`src/rtl/flash_dq7_pkg.sv`:
```
// Shared types for the write-status generator.
package flash_dq7_pkg;
    typedef enum logic [2:0] {
        ST_IDLE,
        ST_PROG,
        ST_ERASE,
        ST_SPROG,
        ST_ABT_P,
        ST_ABT_E
    } op_state_e;
endpackage

```
`src/rtl/dq7_sector_dec.sv`:
```
// Sector decoder: turns an address into a one-hot sector vector.
// Assumes uniform sectors selected by the top SECT_W address bits.
module dq7_sector_dec #(
    parameter int ADDR_W = 12,
    parameter int SECT_W = 3,
    localparam int NSECT = 1 << SECT_W
) (
    input  logic [ADDR_W-1:0] addr,
    output logic [NSECT-1:0]  hit
);
    // One comparator per sector.
    for (genvar i = 0; i < NSECT; i++) begin : g_sect
        assign hit[i] = (addr[ADDR_W-1 -: SECT_W] == SECT_W'(i));
    end
endmodule

```
`src/rtl/dq7_abort_timer.sv`:
```
// Down-counter for the protected-target status windows.
// Assumes the controller leaves its abort state when expired is seen.
module dq7_abort_timer #(
    parameter int PROG_CYC  = 10,
    parameter int ERASE_CYC = 1000,
    localparam int CW = $clog2(ERASE_CYC + 1)
) (
    input  logic clk,
    input  logic rst_n,
    input  logic load_p,
    input  logic load_e,
    output logic expired
);
    logic [CW-1:0] cnt_q;

    // Load the window length minus one, then count to zero.
    always_ff @(posedge clk) begin
        if (!rst_n)              cnt_q <= '0;
        else if (load_p)         cnt_q <= CW'(PROG_CYC - 1);
        else if (load_e)         cnt_q <= CW'(ERASE_CYC - 1);
        else if (cnt_q != '0)    cnt_q <= cnt_q - 1'b1;
    end

    assign expired = (cnt_q == '0);
endmodule

```
`src/rtl/dq7_op_ctrl.sv`:
```
// Operation controller: tracks which background operation runs
// and latches its target. Assumes cmd_start and alg_done are
// single-cycle pulses and that PROG_CYC is at least 2.
module dq7_op_ctrl
    import flash_dq7_pkg::*;
#(
    parameter int ADDR_W    = 12,
    parameter int SECT_W    = 3,
    parameter int PROG_CYC  = 10,
    parameter int ERASE_CYC = 1000,
    localparam int NSECT = 1 << SECT_W
) (
    input  logic              clk,
    input  logic              rst_n,
    input  logic              cmd_start,
    input  logic              cmd_erase,
    input  logic [ADDR_W-1:0] cmd_addr,
    input  logic              cmd_d7,
    input  logic [NSECT-1:0]  sel_mask,
    input  logic [NSECT-1:0]  prot_mask,
    input  logic              erase_susp,
    input  logic              alg_done,
    output op_state_e         state_q,
    output logic [ADDR_W-1:0] prog_addr_q,
    output logic              prog_d7_q,
    output logic [NSECT-1:0]  erase_mask_q
);
    op_state_e        state_d;
    logic [NSECT-1:0] cmd_sect;
    logic [NSECT-1:0] eff_mask;
    logic             prot_hit;
    logic             load_p, load_e, take_prog, take_erase;
    logic             tmr_zero;

    dq7_sector_dec #(.ADDR_W(ADDR_W), .SECT_W(SECT_W)) u_cmd_dec (
        .addr (cmd_addr),
        .hit  (cmd_sect)
    );

    dq7_abort_timer #(.PROG_CYC(PROG_CYC), .ERASE_CYC(ERASE_CYC)) u_tmr (
        .clk     (clk),
        .rst_n   (rst_n),
        .load_p  (load_p),
        .load_e  (load_e),
        .expired (tmr_zero)
    );

    assign prot_hit = |(cmd_sect & prot_mask);
    assign eff_mask = sel_mask & ~prot_mask;

    // Next-state selection and latch enables.
    always_comb begin
        state_d    = state_q;
        load_p     = 1'b0;
        load_e     = 1'b0;
        take_prog  = 1'b0;
        take_erase = 1'b0;
        unique case (state_q)
            ST_IDLE: begin
                if (cmd_start && !cmd_erase) begin
                    take_prog = 1'b1;
                    if (prot_hit) begin
                        state_d = ST_ABT_P;
                        load_p  = 1'b1;
                    end else begin
                        state_d = ST_PROG;
                    end
                end else if (cmd_start && cmd_erase) begin
                    take_erase = 1'b1;
                    if (eff_mask == '0) begin
                        state_d = ST_ABT_E;
                        load_e  = 1'b1;
                    end else begin
                        state_d = ST_ERASE;
                    end
                end
            end
            ST_PROG:  if (alg_done) state_d = ST_IDLE;
            ST_ERASE: begin
                if (erase_susp) begin
                    if (cmd_start && !cmd_erase && !prot_hit) begin
                        take_prog = 1'b1;
                        state_d   = ST_SPROG;
                    end
                end else if (alg_done) begin
                    state_d = ST_IDLE;
                end
            end
            ST_SPROG: if (alg_done) state_d = ST_ERASE;
            ST_ABT_P, ST_ABT_E: if (tmr_zero) state_d = ST_IDLE;
            default:  state_d = ST_IDLE;
        endcase
    end

    // State register.
    always_ff @(posedge clk) begin
        if (!rst_n) state_q <= ST_IDLE;
        else        state_q <= state_d;
    end

    // Latch the program target when a program is accepted.
    always_ff @(posedge clk) begin
        if (!rst_n) begin
            prog_addr_q <= '0;
            prog_d7_q   <= 1'b0;
        end else if (take_prog) begin
            prog_addr_q <= cmd_addr;
            prog_d7_q   <= cmd_d7;
        end
    end

    // Latch the sectors that carry erase status.
    always_ff @(posedge clk) begin
        if (!rst_n)          erase_mask_q <= '0;
        else if (take_erase) erase_mask_q <= (eff_mask == '0) ? sel_mask : eff_mask;
    end

    p_prog_done_r3: assert property (@(posedge clk) disable iff (!rst_n)
        (state_q == ST_PROG && alg_done) |=> state_q == ST_IDLE);

    p_susp_hold_r5: assert property (@(posedge clk) disable iff (!rst_n)
        (state_q == ST_ERASE && erase_susp && !cmd_start) |=> state_q == ST_ERASE);

    p_susp_return_r6: assert property (@(posedge clk) disable iff (!rst_n)
        (state_q == ST_SPROG && alg_done) |=> state_q == ST_ERASE);

    p_abort_hold_r7: assert property (@(posedge clk) disable iff (!rst_n)
        ((state_q == ST_ABT_P || state_q == ST_ABT_E) && !tmr_zero)
        |=> state_q == $past(state_q));

    p_abort_exit_r8: assert property (@(posedge clk) disable iff (!rst_n)
        ((state_q == ST_ABT_P || state_q == ST_ABT_E) && tmr_zero)
        |=> state_q == ST_IDLE);

    p_busy_latch_r11: assert property (@(posedge clk) disable iff (!rst_n)
        (state_q == ST_PROG || state_q == ST_SPROG || state_q == ST_ABT_P)
        |=> $stable(prog_addr_q) && $stable(prog_d7_q));
endmodule

```
`src/rtl/flash_dq7_status.sv`:
```
// Top: replaces read-data bit 7 with write-operation status.
// Assumes array_data is the array read for rd_addr; bits 6..0 pass.
module flash_dq7_status
    import flash_dq7_pkg::*;
#(
    parameter int ADDR_W  = 12,
    parameter int SECT_W  = 3,
    parameter int CLK_MHZ = 10,
    localparam int NSECT     = 1 << SECT_W,
    localparam int PROG_CYC  = CLK_MHZ,
    localparam int ERASE_CYC = CLK_MHZ * 100
) (
    input  logic              clk,
    input  logic              rst_n,
    input  logic              cmd_start,
    input  logic              cmd_erase,
    input  logic [ADDR_W-1:0] cmd_addr,
    input  logic              cmd_d7,
    input  logic [NSECT-1:0]  sel_mask,
    input  logic [NSECT-1:0]  prot_mask,
    input  logic              erase_susp,
    input  logic              alg_done,
    input  logic [ADDR_W-1:0] rd_addr,
    input  logic [7:0]        array_data,
    output logic [7:0]        rd_data
);
    op_state_e        state_q;
    logic [ADDR_W-1:0] prog_addr_q;
    logic              prog_d7_q;
    logic [NSECT-1:0]  erase_mask_q;
    logic [NSECT-1:0]  rd_sect;
    logic              prog_hit, erase_hit, dq7;

    dq7_op_ctrl #(
        .ADDR_W(ADDR_W), .SECT_W(SECT_W),
        .PROG_CYC(PROG_CYC), .ERASE_CYC(ERASE_CYC)
    ) u_ctrl (
        .clk          (clk),
        .rst_n        (rst_n),
        .cmd_start    (cmd_start),
        .cmd_erase    (cmd_erase),
        .cmd_addr     (cmd_addr),
        .cmd_d7       (cmd_d7),
        .sel_mask     (sel_mask),
        .prot_mask    (prot_mask),
        .erase_susp   (erase_susp),
        .alg_done     (alg_done),
        .state_q      (state_q),
        .prog_addr_q  (prog_addr_q),
        .prog_d7_q    (prog_d7_q),
        .erase_mask_q (erase_mask_q)
    );

    dq7_sector_dec #(.ADDR_W(ADDR_W), .SECT_W(SECT_W)) u_rd_dec (
        .addr (rd_addr),
        .hit  (rd_sect)
    );

    assign prog_hit  = (rd_addr == prog_addr_q);
    assign erase_hit = |(rd_sect & erase_mask_q);

    // Choose the bit-7 source for the current operation and address.
    always_comb begin
        unique case (state_q)
            ST_PROG, ST_SPROG, ST_ABT_P: dq7 = prog_hit  ? ~prog_d7_q : array_data[7];
            ST_ERASE:                    dq7 = erase_hit ? erase_susp : array_data[7];
            ST_ABT_E:                    dq7 = erase_hit ? 1'b0       : array_data[7];
            default:                     dq7 = array_data[7];
        endcase
    end

    assign rd_data = {dq7, array_data[6:0]};

    p_low_bits_r10: assert property (@(posedge clk) disable iff (!rst_n)
        rd_data[6:0] == array_data[6:0]);
endmodule

```
`config.mk`:
```
export PLATFORM = sky130hd
export DESIGN_NAME = flash_dq7_status
export DESIGN_NICKNAME = d
export VERILOG_FILES = /design/src/rtl/flash_dq7_pkg.sv /design/src/rtl/dq7_sector_dec.sv /design/src/rtl/dq7_abort_timer.sv /design/src/rtl/dq7_op_ctrl.sv /design/src/rtl/flash_dq7_status.sv
export SDC_FILE = /design/constraint.sdc
export NUM_CORES = 1
export LEC_CHECK = 0
export BUFFER_PORTS_ARGS = -buffer_cell sky130_fd_sc_hd__buf_2
export CAP_MARGIN = 40
export CORE_MARGIN = 2
export CORE_UTILIZATION = 46
export CTS_CLUSTER_SIZE = 40
export DETAILED_ROUTE_END_ITERATION = 16
export PLACE_DENSITY = 0.8
export SYNTH_ARGS = -nofsm -noshare
export SYNTH_HDL_FRONTEND = slang
export SYNTH_SLANG_ARGS = --single-unit
```
`constraint.sdc`:
```
create_clock -name clk -period 2.2 [get_ports clk]
set_input_delay 0.44 -clock clk [delete_from_list [all_inputs] [get_ports clk]]
set_output_delay 0.44 -clock clk [all_outputs]
set_load 0.03 [all_outputs]
```
# Word-level counts from Yosys, hierarchy flattened

Cells that the tools add are included.

Output and inout port bits: 8
Bits in registers: 34
Input bits: 55

Mux-type cells: 32
Bitwise operators: 6
Eq/ne operators: 24
Reduce and logical (&&, ||, !) cells: 20
Add/subtract/negate cells: 1

Operators by type and width:

| kind                                                                     | number |
|---|---|
| 3-bit == test (second input constant)                                    | 10 |
| 3-bit 2-to-1 mux                                                         | 9 |
| 8-bit bitwise AND                                                        | 3 |
| 10-bit 2-to-1 mux                                                        | 2 |
| 3-bit by 2-bit == test with 1-bit output (second input constant)         | 6 |
| 1-bit 2-to-1 mux                                                         | 16 |
| 8-bit OR reduction                                                       | 2 |
| 3-bit case mux with 5 select lines                                       | 1 |
| 12-bit == test                                                           | 1 |
| 10-bit logical NOT                                                       | 1 |
| 10-bit nonzero test                                                      | 1 |
| 10-bit by 1-bit subtractor with 10-bit output (second input constant)    | 1 |
| 3-bit by 1-bit == test with 1-bit output (second input constant)         | 3 |
| 3-bit logical NOT                                                        | 3 |
| 8-bit logical NOT                                                        | 1 |
| 8-bit 2-to-1 mux                                                         | 1 |
| 8-bit NOT                                                                | 1 |
| 3-bit OR reduction                                                       | 2 |
| 4-bit 2-to-1 mux                                                         | 1 |
| 4-bit AND reduction                                                      | 1 |
| 2-bit OR reduction                                                       | 2 |
| 1-bit logical AND                                                        | 3 |
| 3-bit by 1-bit inequality test with 1-bit output (second input constant) | 1 |
| 3-bit by 2-bit inequality test with 1-bit output (second input constant) | 1 |
| other kinds (8)                                                          | 10 |

# Depth between registers and ports, before layout

Gate-level depths: netlist of the first run.

Depth in word-level cells: 9
Depth in mapped cells: 8
Mapped depth without buffers: 8

# By module

A second synthesis of the first run with hierarchy kept.

Cells, all modules: 277
Area, all modules: 2250.9 µm²

By module, submodules not included:

| module           | times used | area an instance (µm²) | seq. area each (µm²) | cells an instance |
|---|---|---|---|---|
| dq7_op_ctrl      | 1          | 1231.2                 | 480.5                | 156 |
| dq7_abort_timer  | 1          | 554.3                  | 200.2                | 60 |
| flash_dq7_status | 1          | 335.3                  | 0.0                  | 45 |
| dq7_sector_dec   | 2          | 65.1                   | 0.0                  | 8 |

# Worst setup path after synthesis of the first run

No wires, ideal clock.

Path kind: input -> output
Start: input port rd_addr[9]
End: output port rd_data[7]
Buffers on the path: 1
Arrival: 1.796 ns
Data required time: 1.760 ns
Stages on the path: 7
Setup slack: -0.036 ns
Path through: mux4_2 > mux2i_1 > nand2_1 > o21ai_0 > a311oi_1 > a211oi_1 > buf_4

Cells in the longest elaborated chain, start to end: 5
Elaborated cells on any way between the ends: 15
Those cells by class: eq/ne: 8; mux: 4; bitwise: 1; reduce/logical: 2

Ends and longest elaborated chain:

| item                                                             | line                                           | text |
|---|---|---|
| start: declaration                                               | flash_dq7_status.sv:23                         | `input logic [ADDR_W-1:0] rd_addr,` |
| 3-bit by 1-bit == test with 1-bit output (tied with other cells) | dq7_sector_dec.sv:13                           | `assign hit[i] = (addr[ADDR_W-1 -: SECT_W] == SECT_W'(i));` |
| 8-bit bitwise AND                                                | flash_dq7_status.sv:60                         | `assign erase_hit = \|(rd_sect & erase_mask_q);` |
| 8-bit OR reduction                                               | flash_dq7_status.sv:60                         |  |
| 1-bit 2-to-1 mux, on equally long branches                       | flash_dq7_status.sv:67, flash_dq7_status.sv:66 |  |
| 1-bit case mux with 3 select lines (*)                           | flash_dq7_status.sv:64                         | `unique case (state_q)` |
| end: declaration                                                 | flash_dq7_status.sv:25                         | `output logic [7:0] rd_data` |

Mark *: on every way between the ends. The rest lies on a longest branch, timed or not.

# Final worst setup path of the first run

Start: register u_ctrl.prog_addr_q[10]
End: output port rd_data[7]

Cells in the longest elaborated chain, start to end: 3

Ends and longest elaborated chain:

| item                               | line                   | text |
|---|---|---|
| start: declaration                 | dq7_op_ctrl.sv:24      | `output logic [ADDR_W-1:0] prog_addr_q,` |
| start signal: assignment           | dq7_op_ctrl.sv:107     | `prog_addr_q <= cmd_addr;` |
| 12-bit == test                     | flash_dq7_status.sv:59 | `assign prog_hit = (rd_addr == prog_addr_q);` |
| 1-bit 2-to-1 mux                   | flash_dq7_status.sv:65 | `ST_PROG, ST_SPROG, ST_ABT_P: dq7 = prog_hit ? ~prog_d7_q : array_data[7];` |
| 1-bit case mux with 3 select lines | flash_dq7_status.sv:64 |  |

No other way between the ends.

==> flow_summary.ini, run 1 <==
[finish]
num_antenna_cells = 0
mostFrequentLayoutCells = buf_2 (47), dfxtp_1 (30), nand2_1 (23)
final_common_cell = buf_2
nets = 340
syn_to_final_growth_pct = 22.0
stdcell_count = 336
layout-drive-gt1-share_pct = 30.6
stdcell_area_um2 = 2490

[route]
drt-total-wl_mm = 4.29
drt-pass1-iter-count = 4
wire_per_inst_um = 12.8
num_vias = 1769
drt_iter0_markers = 31
drc = 0
via_per_inst = 5.26
ant_nets = 0

[power]
p_leak_uw = 0.00112
p_total_uw = 2190
powerDensity_nw_per_um2 = 882
irDropWorstVdd_mv = 0.466

[logic_synthesis]
yosysTopAreaCellShare_pct = 33.4
syn_inst = 232
yosys.area.top_type = dfxtp_1
ys_seq_elements = 34
syn_area_per_cell_um2 = 8.79
ys_seq_area_share_pct = 33.4
netlist_area_um2 = 2040
yosysUniqueCellTypes = 40
yosys_warnings = 0
synthArstFlopShare_pct = 0
synth-edff-count = 0
ys.flop_type = dfxtp_1
syn-num-nets = 289
synth_area_leaders = dfxtp_1 (33%), mux2i_1 (8.3%), xnor2_1 (6.4%)

[worst_setup_path]
reg2regPathDepth = 5
path_buf_inv = 1
path_cells = xnor2_1 -> nand4_1 -> or4_4 -> a21oi_2 -> o21ai_1 -> a211oi_2 -> buf_4
cp.depth = 7
timing_worst_setup_path_type = flop to output pin
cp_max_fo = 2
crit_path_start_kind = flop
cp_slowest_stage_delay_ns = 0.52
r2r_end = u_ctrl.u_tmr.cnt_q[4]
worst_setup_path_end_kind = output pin
r2r-start = u_ctrl.state_q[0]
required_ns = 1.76
slowest_stage = or4_4
cp_top_family = simple AND/OR/NAND/NOR gates
critical_path_arrival_ns = 2.18
rrSetupSlack_ns = 0.34

[clocking]
clock_latency_ns = 0.29
cts_buffers = 5
clockBufferDepth = 2
hold_buffers = 0
cts_max_level = 2
clkSinkCount = 34
cts_tree = built
root_buffer = clkbuf_8
path_clk_slew_ns = 0.06
post_cts_buffers = 0

[place]
place_area_um2 = 2370
gp_routability_congestion = 0.795
place_inst = 328
port_buffers = 48
hpwl_mm = 3.32

[die]
num_rows = 24
ioPinCount = 63
initial_core_util_pct = 47.1
fp.dieW_um = 70.6
die_area_um2 = 4980
coreArea_um2 = 4320
die_h_um = 70.6

[grt]
antenna_found_initial = 0
grt_pass1_vias = 1729
grt_pass1_wl_mm = 7.21
grt_max_degree = 28
track_usage_pct = 18.1
gr-total-overflow = 0

[status]
violations = setup timing
outcome = finished with violations

[worst_hold_path]
hp-class = primary input to flop
hold_path_depth = 3
hold_end = u_ctrl.prog_addr_q[3]
hold_path_startpoint = cmd_addr[3]

[timing]
min_period_ns = 2.62
worst_pin_slew_ns = 0.467
max_clock_freq_ghz = 0.381
drv_slew = 0
max-slew-margin-rel_pct = 68.8
rsz0062_at_grt = true
min_period_over_period_pct = 119
skew_ns = 0.00294
setup_viol = 1
worst_slack_ns = -0.424
hold_viol_final = 0

[run]
drv_cap = 0
==> flip-flops by register name, indices dropped and copies added, names as in the netlist <==
signal / flops
u_ctrl.prog_addr_q: 12
u_ctrl.prog_d7_q: 1
u_ctrl.erase_mask_q: 8
u_ctrl.state_q: 3
u_ctrl.u_tmr.cnt_q: 10
==> power breakdown <==
group          switching (µW)  internal (µW)  total [µW]
clock                     222            252         474
sequential               96.4            731         827
combinational             437            454         892
total                     755           1440        2190
==> synthesized netlist by cell type (3+ instances only) <==
master	n
buf_4	8
clkbuf_1	7
nor2b_1	16
inv_1	14
nand3_1	4
xor2_1	4
nand2_1	23
nand4_1	3
o21ai_0	5
a21boi_0	9
a31oi_1	3
or3_1	3
a21oi_1	8
mux2i_1	17
nor3_1	7
xnor2_1	15
dfxtp_1	34
o21a_1	3
o211ai_1	8
a22oi_1	4
nor2_1	10
==> repair_timing <==
| item | in CTS | in global routing |
|---|---|---|
| pin swaps | 10 | 3 |
| endpoints found under the setup margin | 1 | 14 |
| gates resized for setup | 6 | 7 |
==> through the flow <==
step	worst slack, ns	hold slack (ns)	TNS, ns	utilization (%)
after floorplan	-0.0253	0.438	-0.0253	-
after global placement	-0.401	0.453	-2.77	54.7
after detailed placement	-0.426	0.459	-3.46	54.7
after CTS	-0.412	0.397	-0.412	57.1
after global routing	-0.494	0.420	-0.494	57.5
final	-0.424	0.405	-0.424	57.5
==> worst register-to-register path, delay by kind of cell, from the launching register on <==
kind	cells	cell delay [ns]
and+or+nand+nor	4	1.22
buffers and inverters	1	0.10
DFF	1	0.42
==> logic make-up after synthesis <==
family,Yosys count,share of synthesized area (%)
muxes,21,13.1
buffers and inverters,31,8.35
AOI/OAI and AO/OA,47,16.0
DFF,34,33.4
xor gates and xnor gates,19,8.16
and+or+nand+nor,78,19.7
adders and majority gates,2,1.23
==> worst max-delay path by stage <==
stage                                 startpoint    endpoint  slack (ns)
after floorplan                       rd_addr[7]  rd_data[7]       -0.03
after global placement               rd_addr[10]  rd_data[7]       -0.40
after detailed placement              rd_addr[9]  rd_data[7]       -0.43
after CTS                  u_ctrl.prog_addr_q[7]  rd_data[7]       -0.41
after global routing      u_ctrl.prog_addr_q[10]  rd_data[7]       -0.49
final                     u_ctrl.prog_addr_q[10]  rd_data[7]       -0.42
==> routing by layer <==
metal / vias up / wire length (µm) / global-route usage, %
met3: 11 / 170 / 4.27
met1: 805 / 1860 / 21.5
met2: 40 / 2160 / 31.1
met4: 0 / 94 / 7.97
li1: 913 / - / -
met5: - / 0 / 0
==> layout make-up <==
type	count	area, µm²
fillers	407	1840
multi-input cells	167	1240
flip-flops and latches	34	686
repair buffers	61	353
clock buffers	7	86.3
well taps	52	65.1
inverters	14	52.6
clock inverters	1	5.00
Note: power is estimated with default switching activity, not from simulation.
==> inputs of run 2 (changes only) <==
- RECOVER_POWER: default -> 100
==> flow_summary.ini, run 2 (synthesis results as in run 1) <==
[status]
outcome = finished with violations
violations = setup timing

[finish]
layout-drive-gt1-share_pct = 29.6
syn_to_final_growth_pct = 21.1
multi_input_area_um2 = 1240
regMostFlops = u_ctrl.prog_addr_q
seq_area_um2 = 686
num_antenna_cells = 0
nets = 340
final_common_cell = buf_2
largest_reg_flops = 12
mostFrequentLayoutCells = buf_2 (46), dfxtp_1 (30), nand2_1 (23)
largestRegisters = u_ctrl.prog_addr_q x12, u_ctrl.u_tmr.cnt_q x10, u_ctrl.erase_mask_q x8
fin_util_pct = 57.1
nFillCells = 411

[place]
port_buffers = 48
gp_routability_congestion = 0.795
pre_cts_ws_ns = -0.426
hpwl_mm = 3.32

[grt]
grt_pass1_vias = 1729
grt_pass1_wl_mm = 7.21
gr-total-overflow = 0
antenna_found_initial = 0
grt_max_degree = 28
track_usage_pct = 18.1

[run]
drv_cap = 0

[clocking]
root_buffer = clkbuf_8
cts_buffers = 5
cts_max_level = 2
path_clk_slew_ns = 0.06
clkSinkCount = 34
cts_tree = built
clock_latency_ns = 0.29
clockBufferDepth = 2
hold_buffers = 0

[timing]
setup_viol = 1
min_period_over_period_pct = 120
max_clock_freq_ghz = 0.380
skew_ns = 0.00258
whs_ns = 0.405
drv_slew = 0
min_period_ns = 2.63
rsz0062_at_grt = true
worst_pin_slew_ns = 0.469
worst_slack_ns = -0.434
max-slew-margin-rel_pct = 68.7
hold_viol_final = 0

[die]
initial_core_util_pct = 47.1
num_rows = 24
ioPinCount = 63
die_area_um2 = 4980
fp.dieW_um = 70.6
die_h_um = 70.6
coreArea_um2 = 4320

[worst_setup_path]
crit_path_start_kind = flop
worst_setup_path_end_kind = output pin
required_ns = 1.76
cp_max_fo = 2
timing_worst_setup_path_type = flop to output pin
critical_path_arrival_ns = 2.19

[power]
irDropWorstVdd_mv = 0.464
p_total_uw = 2180
p_leak_uw = 0.00111
powerDensity_nw_per_um2 = 884

[route]
drt_iter0_markers = 40
drt-pass1-iter-count = 4
via_per_inst = 5.30
drt-total-wl_mm = 4.28
num_vias = 1781
ant_nets = 0
drc = 0
wire_per_inst_um = 12.7

[worst_hold_path]
hp-class = primary input to flop
run 2: what timing repair did:
item                                    4_1_cts  5_1_grt
pin swaps                                    10        3
setup buffers                                 0        0
gates resized for setup                       6        7
endpoints found under the setup margin        1       14
run 2: worst max-delay path: stages (launching register included):
cell      delay, ns
dfxtp_1        0.32
xnor2_1        0.22
nand4_1        0.17
or4_4          0.52
a21oi_2        0.13
o21ai_1        0.09
a211oi_2       0.25
buf_4          0.20
run 2: final timing paths:
path | startpoint | to | slack (ns) | cells past startpoint
max | u_ctrl.prog_addr_q[10] | rd_data[7] | -0.43 | 7
min reg2reg | u_ctrl.erase_mask_q[7] | u_ctrl.erase_mask_q[7] | 0.46 | 2
min | cmd_addr[3] | u_ctrl.prog_addr_q[3] | 0.40 | 3
max reg2reg | u_ctrl.state_q[2] | u_ctrl.u_tmr.cnt_q[4] | 0.34 | 5
run 2: layout make-up:
class	instances	share of cell area [%]
clock inverter	1	0.203
inverter	14	2.13
multi-input combinational	167	50.1
sequential	34	27.8
tap	52	2.64
clock buffer	7	3.50
timing repair buffer	61	13.6
run 2: stage by stage:
stage,setup TNS [ns],instances,instance area (µm²)
6_report,-0.434,336,2470
5_1_grt,-0.499,336,2470
4_1_cts,-0.412,336,2470
3_5_place_dp,-3.46,328,2370
3_3_place_gp,-2.77,328,2370
2_1_floorplan,-0.0253,232,2070
run 2: routing by layer:
metal  up-vias  share of wire [%]  global-route usage [%]
li1        912                  -                       -
met1       810                 43                    21.5
met2        48                 50                    31.1
met3        11                4.6                    4.27
met4         0                2.2                    7.97
met5         -                  0                       0
run 2: power breakdown:
part / switching (µW) / internal [µW] / leakage, µW
registers: 96.2 / 731 / 0.000280
logic: 436 / 446 / 0.000781
clock network: 221 / 252 / 0.0000482
==> inputs of run 3 (changes only) <==
- ABC_AREA: default -> 1
- CORE_UTILIZATION: 46 -> 48
- SYNTH_HIERARCHICAL: default -> 1
==> flow_summary.ini, run 3 <==
[logic_synthesis]
synth-edff-count = 0
yosysMostFrequentCell = nand2_1
syn-num-nets = 466
netlist_area_um2 = 2430
ys.flop_type = dfxtp_1
syn_inst = 410
ys_seq_elements = 34
synthArstFlopShare_pct = 0
synthTopCellsByCount = nand2_1 (126), nor2_1 (63), inv_1 (59)
yosys.area.top_type = dfxtp_1
yosysTopAreaCellShare_pct = 28.0
yosysUniqueCellTypes = 30
yosys_warnings = 6
synth_area_leaders = dfxtp_1 (28%), nand2_1 (19%), nor2_1 (9.7%)
ys_seq_area_share_pct = 28.0
syn_area_per_cell_um2 = 5.93

[die]
die_h_um = 75.2
die_area_um2 = 5650
initial_core_util_pct = 50.5
num_rows = 25
coreArea_um2 = 4820
ioPinCount = 63
fp.dieW_um = 75.2

[finish]
mostFrequentLayoutCells = nand2_1 (126), nor2_1 (64), inv_1 (59)
nets = 510
final_common_cell = nand2_1
multi_input_area_um2 = 1370
layout-drive-gt1-share_pct = 18.7
nFillCells = 492
largestRegisters = u_ctrl/prog_addr_q x12, u_ctrl/u_tmr/cnt_q x10, u_ctrl/erase_mask_q x8
largest_reg_flops = 12
seq_area_um2 = 681
stdcell_area_um2 = 2730
num_antenna_cells = 0
regMostFlops = u_ctrl/prog_addr_q
syn_to_final_growth_pct = 12.0

[grt]
grt_max_degree = 26
gr-total-overflow = 0
track_usage_pct = 19.8
grt_pass1_vias = 2127
antenna_found_initial = 0
grt_pass1_wl_mm = 8.66

[clocking]
clock_latency_ns = 0.29
clkSinkCount = 34
hold_buffers = 0
cts_resized = 0
cts_buffers = 5
cts_tree = built
path_clk_slew_ns = 0.07
root_buffer = clkbuf_8
cts_max_level = 2
post_cts_buffers = 0
clockBufferDepth = 2

[worst_setup_path]
rrSetupSlack_ns = 0.24
required_ns = 1.76
crit_path_start_kind = primary input
reg2regPathDepth = 11
worst_setup_path_end_kind = output pin
r2r_end = u_ctrl/state_q[2]
r2r-start = u_ctrl/u_tmr/cnt_q[0]
cp_max_fo = 6
timing_worst_setup_path_type = primary input to output pin
critical_path_arrival_ns = 1.60

[worst_hold_path]
hold_end = u_ctrl/prog_addr_q[0]
hold_path_startpoint = cmd_addr[0]
hp-class = primary input to flop
hold_path_depth = 3

[place]
place_area_um2 = 2670
port_buffers = 48
gp_routability_congestion = 0.831
hpwl_mm = 4.02

[timing]
hold_viol_final = 0
worst_pin_slew_ns = 0.790
setup_viol = 0
drv_slew = 0
max_clock_freq_ghz = 0.490
skew_ns = 0.00710
min_period_ns = 2.04
min_period_over_period_pct = 92.7
rsz0062_at_grt = false
fin_setup_tns_ns = 0
max-slew-margin-rel_pct = 47.0

[route]
via_per_inst = 4.73
ant_nets = 0
drt-pass1-iter-count = 5
drc = 0
wire_per_inst_um = 9.97
num_vias = 2468
drt-total-wl_mm = 5.20
drt_iter0_markers = 139

[run]
drv_cap = 0

[status]
outcome = complete, no violations

[power]
powerDensity_nw_per_um2 = 1030
irDropWorstVdd_mv = 0.326
p_leak_uw = 0.00146
[run 3: stage by stage]
| step | setup slack, ns | cells | hold slack (ns) | total power, µW | utilization, % |
|---|---|---|---|---|---|
| after detailed placement | 0.170 | 514 | 0.504 | 2410 | 55.4 |
| after global placement | 0.203 | 514 | 0.495 | 2370 | 55.4 |
| final | 0.160 | 522 | 0.373 | 2810 | 56.6 |
| after global routing | 0.0104 | 522 | 0.375 | 3090 | 56.6 |
| after CTS | 0.165 | 522 | 0.364 | 2900 | 57.3 |
| after floorplan | 0.470 | 410 | 0.475 | 2190 | - |
[run 3: logic make-up (layout without fill, tap and decap cells)]
group                    Yosys count  after routing  synth area share, %
buffers and inverters             79            124                 14.4
flip-flops                        34             34                 28.0
AND/OR/NAND/NOR                  241            241                 43.6
AO/OA/AOI/OAI                     48             48                 11.0
adder cells (fa/ha/maj)            1              1                0.514
XOR/XNOR                           7              7                 2.52
[run 3: power breakdown]
part	leakage (µW)	switching (µW)	internal, µW
logic	0.00113	880	498
clock network	0.0000482	222	252
registers	0.000280	160	798
total	0.00146	1260	1550
[run 3: how the worst max path moves through the flow]
stage                      end  cells past startpoint  slack, ns       start
floorplan           rd_data[7]                     12       0.47  rd_addr[9]
global placement    rd_data[7]                     13       0.20  rd_addr[9]
detailed placement  rd_data[7]                     13       0.17  rd_addr[9]
CTS                 rd_data[7]                     13       0.17  rd_addr[9]
global route        rd_data[7]                     13       0.01  rd_addr[9]
finish              rd_data[7]                     13       0.16  rd_addr[9]
[run 3: final cells by class]
cell class	count	share of cell area [%]
repair buffers	50	9.18
clock buffers	7	3.17
multi-input cells	297	50.3
inverters	66	9.09
clock inverters	1	0.184
flip-flops and latches	34	25.0
well taps	67	3.08
[run 3: critical path, stage by stage]
cell	delay, ns
buf_2	0.13
inv_1	0.07
nand2_1	0.09
nor2_1	0.05
nand2_1	0.06
nand2_1	0.04
nor2_1	0.12
nand3_1	0.08
nand2_1	0.06
nand2_1	0.04
a21oi_1	0.12
nand3_1	0.09
buf_2	0.18
[run 3: per-layer routing]
metal	up-vias	GRT usage (%)	routed length, µm
met5	-	0	0
met4	0	6.82	68
met3	7	4.02	274
met2	55	32.8	2350
met1	1059	25.7	2510
li1	1347	-	-
